File: config.mk
export PLATFORM = sky130hd
export DESIGN_NAME = cg_handshake_ctrl
export DESIGN_NICKNAME = d
export VERILOG_FILES = /design/src/rtl/cg_pkg.sv /design/src/rtl/cg_init_flow.sv /design/src/rtl/cg_tgt_flow.sv /design/src/rtl/cg_handshake_ctrl.sv
export SDC_FILE = /design/constraint.sdc
export NUM_CORES = 1
export LEC_CHECK = 0
export ABC_AREA = 0
export BUFFER_PORTS_ARGS = -buffer_cell sky130_fd_sc_hd__buf_2
export CORE_AREA = 5 5 42 44
export CTS_CLUSTER_SIZE = 16
export DETAILED_ROUTE_END_ITERATION = 8
export DIE_AREA = 0 0 47 49
export GPL_TIMING_DRIVEN = 0
export SYNTH_ARGS = -nofsm -noshare
export SYNTH_HDL_FRONTEND = slang
export SYNTH_SLANG_ARGS = --single-unit
File: constraint.sdc
create_clock -name clk -period 2.3 [get_ports clk]
set_input_delay 0.345 -clock clk [delete_from_list [all_inputs] [get_ports clk]]
set_output_delay 0.345 -clock clk [all_outputs]
set_load 0.05 [all_outputs]
File: src/rtl/cg_pkg.sv
`timescale 1ns/1ps
// Package: shared state encodings for the clock gating handshake controller.
// Assumes: status codes are visible at the ports and must stay stable.
package cg_pkg;
    localparam int INIT_ST_W = 1;
    localparam int TGT_ST_W  = 3;

    typedef enum logic [INIT_ST_W-1:0] {
        I_ACTIVE  = 1'b0,
        I_STANDBY = 1'b1
    } init_st_e;

    typedef enum logic [TGT_ST_W-1:0] {
        T_ACTIVE   = 3'd0,
        T_IDLE_REQ = 3'd1,
        T_IDLE     = 3'd2,
        T_WAKE_CLK = 3'd3,
        T_WAKE_REQ = 3'd4
    } tgt_st_e;
endpackage

File: src/rtl/cg_init_flow.sv
`timescale 1ns/1ps
// Module: cg_init_flow
// Initiator-side flow. It gates the initiator clocks when the initiator
// reports standby and restores them when the initiator asks to reactivate.
// Assumes: inputs are synchronous to clk; reset is synchronous, active low.
// GATE_FCLK selects whether the functional clock is gated in standby as well.
module cg_init_flow
    import cg_pkg::*;
#(
    parameter bit GATE_FCLK = 1'b1
) (
    input  logic                 clk,
    input  logic                 rst_n,
    input  logic                 standby_i,
    input  logic                 wake_i,
    output logic                 fclk_en_o,
    output logic                 iclk_en_o,
    output logic [INIT_ST_W-1:0] state_o
);
    init_st_e st, st_nx;

    // State register for the initiator flow.
    always_ff @(posedge clk) begin
        if (!rst_n) st <= I_ACTIVE;
        else        st <= st_nx;
    end

    // Next-state decision from the initiator's own reports.
    always_comb begin
        st_nx = st;
        case (st)
            I_ACTIVE:  if (standby_i && !wake_i) st_nx = I_STANDBY;
            I_STANDBY: if (wake_i)               st_nx = I_ACTIVE;
            default:                             st_nx = I_ACTIVE;
        endcase
    end

    assign iclk_en_o = (st == I_ACTIVE);
    assign state_o   = st;

    generate
        if (GATE_FCLK) begin : g_fclk_gated
            assign fclk_en_o = (st == I_ACTIVE);
        end else begin : g_fclk_free
            assign fclk_en_o = 1'b1;
        end
    endgenerate

    assert_standby_gates_R1: assert property (@(posedge clk) disable iff (!rst_n)
        (st == I_ACTIVE && standby_i && !wake_i) |=> !iclk_en_o);

    assert_wake_restores_R2: assert property (@(posedge clk) disable iff (!rst_n)
        (st == I_STANDBY && wake_i) |=> (iclk_en_o && fclk_en_o));
endmodule

File: src/rtl/cg_tgt_flow.sv
`timescale 1ns/1ps
// Module: cg_tgt_flow
// Target-side flow. It asks for idle when the idle conditions hold, gates the
// clock only after an acknowledge, and on a wake source turns the clock on,
// waits WAKE_CLK_CYCLES cycles, then raises a wake request until acknowledged.
// Assumes: inputs are synchronous to clk; reset is synchronous, active low.
module cg_tgt_flow
    import cg_pkg::*;
#(
    parameter int WAKE_CLK_CYCLES = 2
) (
    input  logic                clk,
    input  logic                rst_n,
    input  logic                idle_ok_i,
    input  logic                idle_ack_i,
    input  logic                wake_event_i,
    input  logic                wake_src_i,
    input  logic                wake_ack_i,
    output logic                clk_en_o,
    output logic                idle_req_o,
    output logic                wake_req_o,
    output logic [TGT_ST_W-1:0] state_o
);
    localparam int CNT_W = (WAKE_CLK_CYCLES > 1) ? $clog2(WAKE_CLK_CYCLES) : 1;
    localparam logic [CNT_W-1:0] CNT_LAST = CNT_W'(WAKE_CLK_CYCLES - 1);

    tgt_st_e          st, st_nx;
    logic [CNT_W-1:0] cnt;

    // State register for the target flow.
    always_ff @(posedge clk) begin
        if (!rst_n) st <= T_ACTIVE;
        else        st <= st_nx;
    end

    // Settle counter: counts cycles spent with the clock on before the request.
    always_ff @(posedge clk) begin
        if (!rst_n)                                     cnt <= '0;
        else if (st == T_WAKE_CLK && st_nx == T_WAKE_CLK) cnt <= cnt + 1'b1;
        else                                            cnt <= '0;
    end

    // Next-state decision for the idle and wake handshakes.
    always_comb begin
        st_nx = st;
        case (st)
            T_ACTIVE:   if (idle_ok_i) st_nx = T_IDLE_REQ;
            T_IDLE_REQ: begin
                if (idle_ack_i)      st_nx = T_IDLE;
                else if (!idle_ok_i) st_nx = T_ACTIVE;
            end
            T_IDLE:     if (wake_event_i || wake_src_i) st_nx = T_WAKE_CLK;
            T_WAKE_CLK: if (cnt == CNT_LAST) st_nx = T_WAKE_REQ;
            T_WAKE_REQ: if (wake_ack_i)      st_nx = T_ACTIVE;
            default:                         st_nx = T_ACTIVE;
        endcase
    end

    assign clk_en_o   = (st != T_IDLE);
    assign idle_req_o = (st == T_IDLE_REQ) || (st == T_IDLE);
    assign wake_req_o = (st == T_WAKE_REQ);
    assign state_o    = st;

    assert_req_needs_ok_R3: assert property (@(posedge clk) disable iff (!rst_n)
        $rose(idle_req_o) |-> $past(idle_ok_i));

    assert_gate_needs_ack_R4: assert property (@(posedge clk) disable iff (!rst_n)
        $fell(clk_en_o) |-> $past(idle_ack_i));

    assert_withdraw_R5: assert property (@(posedge clk) disable iff (!rst_n)
        (st == T_IDLE_REQ && !idle_ok_i && !idle_ack_i) |=> !idle_req_o);

    assert_clk_before_req_R6: assert property (@(posedge clk) disable iff (!rst_n)
        $rose(wake_req_o) |-> ($past(clk_en_o) && clk_en_o));

    assert_wake_ungates_R7: assert property (@(posedge clk) disable iff (!rst_n)
        (st == T_IDLE && (wake_event_i || wake_src_i)) |=> clk_en_o);

    assert_ack_ignored_R10: assert property (@(posedge clk) disable iff (!rst_n)
        (st == T_ACTIVE && !idle_ok_i) |=> (clk_en_o && !idle_req_o));
endmodule

File: src/rtl/cg_handshake_ctrl.sv
`timescale 1ns/1ps
// Module: cg_handshake_ctrl (top)
// Controller side of automatic clock gating for one initiator and one target.
// It drives clock enables, not gated clocks, and exposes the state of each flow.
// Assumes: one always-on clock; synchronous active-low reset.
module cg_handshake_ctrl
    import cg_pkg::*;
#(
    parameter bit GATE_INIT_FCLK  = 1'b1,
    parameter int WAKE_CLK_CYCLES = 2
) (
    input  logic                 clk,
    input  logic                 rst_n,
    input  logic                 init_standby,
    input  logic                 init_wake,
    output logic                 init_fclk_en,
    output logic                 init_iclk_en,
    output logic [INIT_ST_W-1:0] init_state,
    input  logic                 tgt_idle_ok,
    input  logic                 tgt_idle_ack,
    input  logic                 tgt_wake_event,
    input  logic                 tgt_wake_src,
    input  logic                 tgt_wake_ack,
    output logic                 tgt_clk_en,
    output logic                 tgt_idle_req,
    output logic                 tgt_wake_req,
    output logic [TGT_ST_W-1:0]  tgt_state
);
    cg_init_flow #(.GATE_FCLK(GATE_INIT_FCLK)) u_init (
        .clk       (clk),
        .rst_n     (rst_n),
        .standby_i (init_standby),
        .wake_i    (init_wake),
        .fclk_en_o (init_fclk_en),
        .iclk_en_o (init_iclk_en),
        .state_o   (init_state)
    );

    cg_tgt_flow #(.WAKE_CLK_CYCLES(WAKE_CLK_CYCLES)) u_tgt (
        .clk          (clk),
        .rst_n        (rst_n),
        .idle_ok_i    (tgt_idle_ok),
        .idle_ack_i   (tgt_idle_ack),
        .wake_event_i (tgt_wake_event),
        .wake_src_i   (tgt_wake_src),
        .wake_ack_i   (tgt_wake_ack),
        .clk_en_o     (tgt_clk_en),
        .idle_req_o   (tgt_idle_req),
        .wake_req_o   (tgt_wake_req),
        .state_o      (tgt_state)
    );
endmodule

==> summary.md <==
| Metric | Value |
|---|---|
| CP Launch Point | `u_tgt.state_o[2]` |
| CORE AREA | `~0.0014 mm²` |
| FF-to-FF path depth | `3` |
| Width of the die | `approximately 47 µm` |
| Max-slew violation count | `0` |
| Fmax | `around 0.65 GHz` |
| Setup TNS | `0 ns` |
| Remaining global-route overflow | `0` |
| Reg2reg start | `u_tgt.state_o[2]` |
| Final-stage net count | `a little over 60` |
| Pin count of the biggest net entering global routing | `11` |
| Max-Cap Viols | `0` |
| Final Hold Vio Count | `0` |
| Post-route insts no fill | `between 60 and 70` |
| Most common cell after layout, fill and taps aside | `buf_2` |
| Final Wtd Congestion | `just over 0.7` |
| Skew-Pair Late Insertion Delay | `approximately 0.24 ns` |
| Worst flop-to-flop path endpoint | `u_tgt.state_o[2]` |
| DP Cell Count | `63` |
| Post-CTS Setup Bufs | `0` |
| Final Critical Period | `between 1.5 and 2 ns` |
| Mapped cell area | `between 200 and 300 µm²` |
| Mean post-synth cell area | `about 8.7 µm²` |
| Fraction of layout cells with a size suffix above 1 | `0.490` |
| CTS buffer count | `3` |
| Post-CTS sizing | `0` |
| Reg2reg setup slack | `1.29 ns` |
| Power per cell area | `667 mW/mm²` |
| Worst Max-Slew Pin Slew | `~0.32 ns` |
| Final hold slack | `between 0.2 and 0.3 ns` |
| Clock sinks | `5` |
| Post-synth cell types | `19` |
| Number of global-route vias before repair | `258` |
| TritonCTS clock tree | `done` |
| Clock transition at the registers of the reported paths | `0.05 ns` |
| # diodes | `0` |
| WP data required | `approximately 2.0 ns` |
| Unrepaired setup endpoints after global routing | `no` |
| Post-route setup slack | `between 0.7 and 0.8 ns` |
| Die Area | `0.00230 mm²` |
| Htree depth | `1` |
| Starting density of the core | `0.187` |
| PortBufs | `17` |
| Final WL | `607 µm` |
| Peak VDD IR | `about 0.18 mV` |
| Outcome | `completed` |
| Vias/cell | `between 4 and 5` |
| Top fanout value on the critical path | `7` |
| DRT Pass-1 Iters | `2` |
| Rel. slew slack | `0.784` |
| Layout area overhead | `50.2%` |
| Critical path class | `reg2out` |
| Gr usage total | `0.0606` |
| Total number of yosys warnings | `0` |
| Die H | `about 50 µm` |
| Register bit total from synthesis | `5` |
| HPWL after detailed placement | `approximately 500 µm` |
| Setup-failing EPs final | `0` |
| DR vias | `274` |
| Std-Cell Rows | `14` |
| Part of the cycle the worst path needs | `0.666` |
| IO Count | `18` |
| Drc violations | `0` |
| CTS Hold Buffers Added | `0` |
| WP data arrival | `~1.2 ns` |
| Crit path capture type | `primary output` |
| Initial antenna violation count | `0` |
| First-pass GRT wire length | `986 µm` |
| Hold crit path type | `in2reg` |
| Routed wire length per instance | `between 9 and 10 µm` |
| Seq/Total Area, Yosys | `0.383` |
| Clk root buf | `clkbuf_4` |
| End point of the critical path | `tgt_clk_en` |
| Clock buffer depth | `2` |
| Most frequent cells in the layout | `buf_2, dfxtp_1, nor2_1, nand2_1, clkbuf_4` |
| Pre-CTS setup slack | `around 1 ns` |
| Synth Instances | `30` |
| Synth Net Count | `39` |
| Remaining antenna violation count after routing | `0` |
| Final core utilization | `0.280` |
| Clk_skew | `between 0.005 and 0.006 ns` |
| Violation count after the first detailed-route iteration | `4` |
| Static leakage | `roughly 0.00019 µW` |
| Startpoint types | `flip-flop` |
[synth_stat cells]
| cell | n | area share |
|---|---|---|
| nor2_1 | 3 | 0.043 |
| nand2b_1 | 1 | 0.024 |
| inv_1 | 2 | 0.029 |
| buf_4 | 2 | 0.057 |
| a21oi_2 | 1 | 0.033 |
| nor2b_1 | 1 | 0.024 |
| nor3b_1 | 2 | 0.057 |
| and3b_1 | 1 | 0.033 |
| nand3_1 | 1 | 0.019 |
| and2b_4 | 1 | 0.038 |
| a211oi_1 | 1 | 0.029 |
| xnor2_1 | 1 | 0.033 |
| dfxtp_1 | 5 | 0.38 |
| o21ai_0 | 1 | 0.019 |
| nor3b_2 | 1 | 0.048 |
| nand2_1 | 3 | 0.043 |
| a21oi_1 | 1 | 0.019 |
| o311ai_1 | 1 | 0.033 |
| a32oi_1 | 1 | 0.033 |
[logic make-up (layout without fill, tap and decap cells)]
group                     count (synthesis)  in the layout  share of synthesized area
AOI/OAI and AO/OA                         6              6                      0.167
xor gates and xnor gates                  1              1                     0.0335
buffers and inverters                     4             25                     0.0861
DFF                                       5              5                      0.383
and+or+nand+nor                          14             14                      0.330
[flip-flops by register name (all words and copies together) (netlist names)]
name	flops
u_init.state_o	1
u_tgt.cnt	1
u_tgt.state_o	3
[per-layer routing]
metal | track usage | vias up | wire length (µm)
li1 | - | 146 | -
met1 | 0.0728 | 118 | 260
met2 | 0.0792 | 10 | 270
met3 | 0.0332 | 0 | 76
met4 | 0.0415 | 0 | 0
met5 | 0 | - | 0
[critical path: stages, from the launching register on]
cell and delay, ns:
dfxtp_1 0.41, and2b_4 0.23, nand2b_1 0.06, buf_2 0.25
[area by class of cell]
class / count / area, µm²
timing repair buffer: 17 / 85.1
tap: 16 / 20.0
clock buffer: 4 / 26.3
inverter: 2 / 7.51
sequential: 5 / 100
buffer: 2 / 15.0
fill: 168 / 1010
multi-input combinational: 21 / 139
[worst min path at each step]
stage	startpoint	end	slack [ns]	cells past startpoint
6_report	init_wake	u_init.state_o	0.27	2
5_1_grt	init_wake	u_init.state_o	0.27	2
4_1_cts	init_wake	u_init.state_o	0.26	2
3_5_place_dp	u_tgt.cnt	u_tgt.cnt	0.44	1
3_3_place_gp	u_tgt.cnt	u_tgt.cnt	0.43	1
2_1_floorplan	u_tgt.cnt	u_tgt.cnt	0.41	1
[power by group]
part           internal [µW]  leakage, µW  switching (µW)  total, µW
Sequential              90.7    0.0000408            3.76       94.4
Clock                   65.4    0.0000150            33.3       98.7
Combinational           22.6     0.000132            46.3       68.8
Total                    179     0.000187            83.3        262
[stage by stage]
step | power, µW | instance area (µm²)
after floorplan | 147 | 262
after global placement | 165 | 367
after detailed placement | 166 | 367
after CTS | 267 | 393
after global routing | 279 | 393
final | 262 | 393
No activity file was read; power rests on OpenSTA's default activity.
